$ cat src/rtl/api_pkg.sv
package api_pkg;
  // register addresses
  localparam logic [1:0] ADDR_CTRL   = 2'd0;
  localparam logic [1:0] ADDR_PERIOD = 2'd1;
  localparam logic [1:0] ADDR_TRIM   = 2'd2;

  // CTRL bit positions
  localparam int BIT_RUN   = 0;
  localparam int BIT_SRC   = 1;
  localparam int BIT_IE    = 2;
  localparam int BIT_FLAG  = 8;

  // control -> datapath strobes
  typedef struct packed {
    logic advance;  // count one selected tick
    logic restart;  // hold counter at zero
  } tmrStrobe_t;
endpackage

$ cat src/rtl/api_ctrl.sv
module api_ctrl
  import api_pkg::*;
#(
  parameter int PERIOD_W = 16,
  parameter int TRIM_W   = 6,
  parameter int DATA_W   = 16
) (
  input  logic                clk,
  input  logic                rstN,
  input  logic                autoTick,
  input  logic                busTick,
  input  logic                busClkOn,
  input  logic                wrEn,
  input  logic [1:0]          wrAddr,
  input  logic [DATA_W-1:0]   wrData,
  input  logic [1:0]          rdAddr,
  input  logic                expire,
  output logic [DATA_W-1:0]   rdData,
  output tmrStrobe_t          strobe,
  output logic [PERIOD_W-1:0] periodQ,
  output logic                runQ,
  output logic                srcQ,
  output logic                flagQ,
  output logic                irqEnQ,
  output logic                irq
);
  logic [TRIM_W-1:0] trimQ;
  logic ctrlWr, periodWr, trimWr, selTick, flagClr;

  assign ctrlWr   = wrEn && (wrAddr == ADDR_CTRL);
  assign periodWr = wrEn && (wrAddr == ADDR_PERIOD);
  assign trimWr   = wrEn && (wrAddr == ADDR_TRIM);
  assign flagClr  = ctrlWr && wrData[BIT_FLAG];

  // bus tick only counts while the bus clock runs
  assign selTick = srcQ ? (busTick && busClkOn) : autoTick;

  always_comb begin
    strobe.restart = !runQ;
    strobe.advance = runQ && selTick;
  end

  always_ff @(posedge clk or negedge rstN) begin
    if (!rstN) begin
      runQ    <= 1'b0;
      srcQ    <= 1'b0;
      irqEnQ  <= 1'b0;
      periodQ <= '0;
      trimQ   <= '0;
    end else begin
      if (ctrlWr) begin
        runQ   <= wrData[BIT_RUN];
        irqEnQ <= wrData[BIT_IE];
        if (!runQ) srcQ <= wrData[BIT_SRC];
      end
      if (periodWr && !runQ) periodQ <= wrData[PERIOD_W-1:0];
      if (trimWr) trimQ <= wrData[TRIM_W-1:0];
    end
  end

  // sticky flag: expiry has priority over a clear
  always_ff @(posedge clk or negedge rstN) begin
    if (!rstN)        flagQ <= 1'b0;
    else if (expire)  flagQ <= 1'b1;
    else if (flagClr) flagQ <= 1'b0;
  end

  assign irq = flagQ && irqEnQ;

  always_comb begin
    rdData = '0;
    unique case (rdAddr)
      ADDR_CTRL: begin
        rdData[BIT_RUN]  = runQ;
        rdData[BIT_SRC]  = srcQ;
        rdData[BIT_IE]   = irqEnQ;
        rdData[BIT_FLAG] = flagQ;
      end
      ADDR_PERIOD: rdData[PERIOD_W-1:0] = periodQ;
      ADDR_TRIM:   rdData[TRIM_W-1:0]   = trimQ;
      default:     rdData = '0;
    endcase
  end
endmodule

$ cat src/rtl/api_count.sv
module api_count
  import api_pkg::*;
#(
  parameter int PERIOD_W = 16
) (
  input  logic                clk,
  input  logic                rstN,
  input  tmrStrobe_t          strobe,
  input  logic [PERIOD_W-1:0] period,
  output logic [PERIOD_W-1:0] cnt,
  output logic                expire
);
  logic atEnd;
  assign atEnd  = (cnt == period);
  assign expire = strobe.advance && atEnd;

  always_ff @(posedge clk or negedge rstN) begin
    if (!rstN)               cnt <= '0;
    else if (strobe.restart) cnt <= '0;
    else if (strobe.advance) cnt <= atEnd ? '0 : cnt + 1'b1;
  end
endmodule

$ cat src/rtl/periodic_irq_timer.sv
module periodic_irq_timer
  import api_pkg::*;
#(
  parameter int PERIOD_W = 16,
  parameter int TRIM_W   = 6,
  parameter int DATA_W   = 16
) (
  input  logic              clk,
  input  logic              rstN,
  input  logic              autoTick,
  input  logic              busTick,
  input  logic              busClkOn,
  input  logic              wrEn,
  input  logic [1:0]        wrAddr,
  input  logic [DATA_W-1:0] wrData,
  input  logic [1:0]        rdAddr,
  output logic [DATA_W-1:0] rdData,
  output logic              irq
);
  tmrStrobe_t          strobe;
  logic [PERIOD_W-1:0] periodQ, cnt;
  logic                runQ, srcQ, flagQ, irqEnQ, expire;

  api_ctrl #(.PERIOD_W(PERIOD_W), .TRIM_W(TRIM_W), .DATA_W(DATA_W)) u_ctrl (
    .clk(clk), .rstN(rstN), .autoTick(autoTick), .busTick(busTick),
    .busClkOn(busClkOn), .wrEn(wrEn), .wrAddr(wrAddr), .wrData(wrData),
    .rdAddr(rdAddr), .expire(expire), .rdData(rdData), .strobe(strobe),
    .periodQ(periodQ), .runQ(runQ), .srcQ(srcQ), .flagQ(flagQ),
    .irqEnQ(irqEnQ), .irq(irq)
  );

  api_count #(.PERIOD_W(PERIOD_W)) u_count (
    .clk(clk), .rstN(rstN), .strobe(strobe), .period(periodQ),
    .cnt(cnt), .expire(expire)
  );
endmodule

$ cat config.mk
export PLATFORM = sky130hd
export DESIGN_NAME = periodic_irq_timer
export DESIGN_NICKNAME = d
export VERILOG_FILES = /design/src/rtl/api_pkg.sv /design/src/rtl/api_ctrl.sv /design/src/rtl/api_count.sv /design/src/rtl/periodic_irq_timer.sv
export SDC_FILE = /design/constraint.sdc
export NUM_CORES = 1
export LEC_CHECK = 0
export BUFFER_PORTS_ARGS = -buffer_cell sky130_fd_sc_hd__buf_2
export CAP_MARGIN = 40
export CORE_UTILIZATION = 40
export CTS_CLUSTER_SIZE = 40
export DETAILED_ROUTE_END_ITERATION = 8
export GPL_TIMING_DRIVEN = 0
export SKIP_CTS_REPAIR_TIMING = 1
export SLEW_MARGIN = 20
export SYNTH_ARGS = -nofsm -noshare
export SYNTH_HDL_FRONTEND = slang
export SYNTH_SLANG_ARGS = --single-unit
$ cat constraint.sdc
create_clock -name clk -period 2.05 [get_ports clk]
set_input_delay 0.1025 -clock clk [delete_from_list [all_inputs] [get_ports clk]]
set_output_delay 0.1025 -clock clk [all_outputs]
set_load 0.05 [all_outputs]
==> results_dict.tcl <==
set metrics [dict create \
    grt_antenna_before_repair 0 \
    slew_headroom_pct 56.91 \
    cap_violations 0 \
    pin_count_of_the_biggest_net_entering_global_routing 25 \
    syn_nets 245 \
    number_of_filler_cells_placed_in_the_layout 538 \
    cts_root_cell "sky130_fd_sc_hd__clkbuf_8" \
    asyncSetResetFlopFracSynth_pct 100.0 \
    power.density_cell_area_nw_per_um2 850.3 \
    totalWireLength_um 5252 \
    route.detailed.drc 0 \
    area_growth_pct 19.19 \
    buffer_ports.inserted 42 \
    coreArea_um2 5540 \
    first_pass_iters 4 \
    dr_wl_met3_um 229 \
    max_freq_mhz 511.3 \
    ys.flop_type "sky130_fd_sc_hd__dfrtp_1" \
    yosysUniqueCellTypes 38 \
    crit_fanout 10 \
    synth-seq-cells 42 \
    wl_met1_um 2515 \
    met2_wirelength_um 2437 \
    clk_latency_ps 300 \
    place.detailed.hpwl_um 3876 \
    first_global_vias 1767 \
    overflow 0 \
    report.final.setup_viol 0 \
    ys_warn_count 0 \
    detail_route.iter0.violations 149 \
    synth-seq-area-share_pct 45.28 \
    total_leakage_power_uw 0.001264 \
    timing.reg2reg.setup_slack_ps 90 \
    vias_per_cell 5.447 \
    top_layer "met4" \
    postRouteAntennaNets 0 \
    fp.dieW_um 78.18 \
    rsz0062_at_grt "false" \
    grt_pass1_wl_um 8949 \
    start_util_pct 41.89 \
    final_layout_size_suffix_gt1_share_pct 33.96 \
    vias_after_detailed_routing 1852 \
    cts_inserted_buffers 5 \
    cts_tree "done" \
    final_critical_path_setup_slack_ps 94.02 \
    post-place-ws_ps 88.03 \
    ir_drop_mv 0.3900 \
    synth_enable_flop_cells 0 \
    hold_vio_cnt_final 0 \
    finalCritPeriodShare_pct 95.41 \
    worst_setup_hold_path_clk_slew_ps 80 \
    layout.nets 298 \
    endpoint_kind "flop" \
    routedWlPerCell_um 15.45 \
    post-layout-total-power_uw 2352 \
    crit_path_start_kind "flop" \
    gp_congestion 0.8258 \
    pin_count 43 \
    htree_levels 2 \
    skew_ps 4.462 \
    grt_use_total_pct 18.99 \
    min_path_type "in -> reg" \
    layout.core_utilization_pct 49.93 \
    chipHeight_um 78.18 \
    critical_path_required_ps 2210 \
    die_area_um2 6111 \
    whs_ps 30.99 \
    numClockSinks 42 \
    std_cell_rows 27 \
    timing.setup.tns_ps 0 \
    outcome "finished, final reports clean" \
    critPathArrivalTime_ps 2120 \
    diodes 0 \
    actual_transition_at_the_worst_max_transition_pin_ps 644.9 \
    postSynthAreaPerCell_um2 10.85 \
    synthCells 214 \
    cts-root-to-sink-buffers 2 \
    finalCriticalPeriod_ps 1956 \
    synth_area_um2 2321 \
    report.final.slew_viol_count 0 \
    timing_worst_setup_path_type "reg -> reg" \
]
## worst paths after layout
kind	start	end	cells after the start
max in group asynchronous	rstN	u_ctrl.periodQ[0]	3
worst max-delay path	u_count.cnt[6]	u_count.cnt[9]	6
worst min register to register	u_ctrl.trimQ[3]	u_ctrl.trimQ[3]	1
worst max register to register	u_count.cnt[6]	u_count.cnt[9]	6
min in group asynchronous	rstN	u_ctrl.periodQ[11]	2
worst min-delay path	wrData[9]	u_ctrl.periodQ[9]	2
## cell usage after synthesis, types with 2 or more instances
library cell               number  area [µm²]
sky130_fd_sc_hd__and2_1        12       75.07
sky130_fd_sc_hd__dfrtp_1       42        1051
sky130_fd_sc_hd__o21ai_1        2       10.01
sky130_fd_sc_hd__and3_1         5       31.28
sky130_fd_sc_hd__a22oi_1        3       22.52
sky130_fd_sc_hd__nand2_1       23       86.33
sky130_fd_sc_hd__nor2b_1        5       31.28
sky130_fd_sc_hd__o21ai_0        2       10.01
sky130_fd_sc_hd__ha_1           5       62.56
sky130_fd_sc_hd__nor3_1         2       10.01
sky130_fd_sc_hd__nand4_1       10       62.56
sky130_fd_sc_hd__xor2_1        16       140.1
sky130_fd_sc_hd__o22ai_1        2       12.51
sky130_fd_sc_hd__a31oi_1        3       18.77
sky130_fd_sc_hd__inv_1          5       18.77
sky130_fd_sc_hd__mux2_2        25       281.5
sky130_fd_sc_hd__a222oi_1       3       30.03
sky130_fd_sc_hd__nand3_1       10       50.05
sky130_fd_sc_hd__nor2_1         5       18.77
sky130_fd_sc_hd__o311ai_1       7       61.31
sky130_fd_sc_hd__clkbuf_1       3       11.26
sky130_fd_sc_hd__nor4_2         5       62.56
sky130_fd_sc_hd__buf_2          4       20.02
## through the flow
| stage | instance area, µm² | cells |
|---|---|---|
| after global placement | 2621 | 328 |
| final | 2766 | 340 |
| after floorplan | 2321 | 214 |
| after CTS | 2733 | 337 |
| after global routing | 2766 | 340 |
| after detailed placement | 2641 | 329 |
## power breakdown
group | leakage (µW) | switching [µW] | internal, µW
Sequential | 0.000533 | 150 | 979
Combinational | 0.000684 | 391 | 280
Clock | 0.0000482 | 279 | 272
## placed cells by master (no fill, tap or decap), drive strengths merged, types with 2 or more instances in the layout
master and count:
a222oi 3, a22oi 3, a31oi 3, and2 12, and3 5, buf 49
clkbuf 11, dfrtp 42, ha 5, inv 5, mux2 25, nand2 23
nand3 10, nand4 11, nor2 5, nor2b 5, nor3 2, nor3b 2
nor4 5, o21ai 4, o22ai 2, o311ai 8, xor2 16
## per-layer routing
metal	vias to the layer above	GRT usage, %
li1	893	-
met1	908	28.24
met2	45	27.89
met3	6	3.605
met4	0	5.556
met5	-	0
## registers in the layout, summed over array words and instances (netlist names)
| signal | cells |
|---|---|
| u_ctrl.trimQ | 6 |
| u_ctrl.runQ | 1 |
| u_count.cnt | 16 |
| u_ctrl.flagQ | 1 |
| u_ctrl.periodQ | 16 |
| u_ctrl.srcQ | 1 |
| u_ctrl.irqEnQ | 1 |
## critical path, stage by stage (launching register included)
cell and delay [ps]:
sky130_fd_sc_hd__dfrtp_1 460, sky130_fd_sc_hd__xor2_1 200, sky130_fd_sc_hd__nor4_2 430, sky130_fd_sc_hd__nand4_4 220
sky130_fd_sc_hd__clkbuf_4 260, sky130_fd_sc_hd__nand4_1 110, sky130_fd_sc_hd__o311ai_1 120
## logic make-up (layout without fill, tap and decap cells)
group	after synthesis	count (layout)	synth area share (%)
and+or+nand+nor	84	84	21.62
muxes	26	26	12.56
buffers and inverters	13	67	2.480
AOI/OAI and AO/OA	28	28	9.327
xor gates and xnor gates	16	16	6.038
adders and majority gates	5	5	2.695
DFF	42	42	45.28
## cell type report
type                       count  area, µm²  area share (%)
multi-input combinational    159       1217           44.01
clock buffer                   7      86.33           3.121
buffer                         8      42.54           1.538
inverter                       5      18.77          0.6784
clock inverter                 1      5.005          0.1809
tap                           72      90.09           3.256
timing repair buffer          46      255.2           9.227
sequential                    42       1051           37.99
Power figures use the tool's default switching activity.
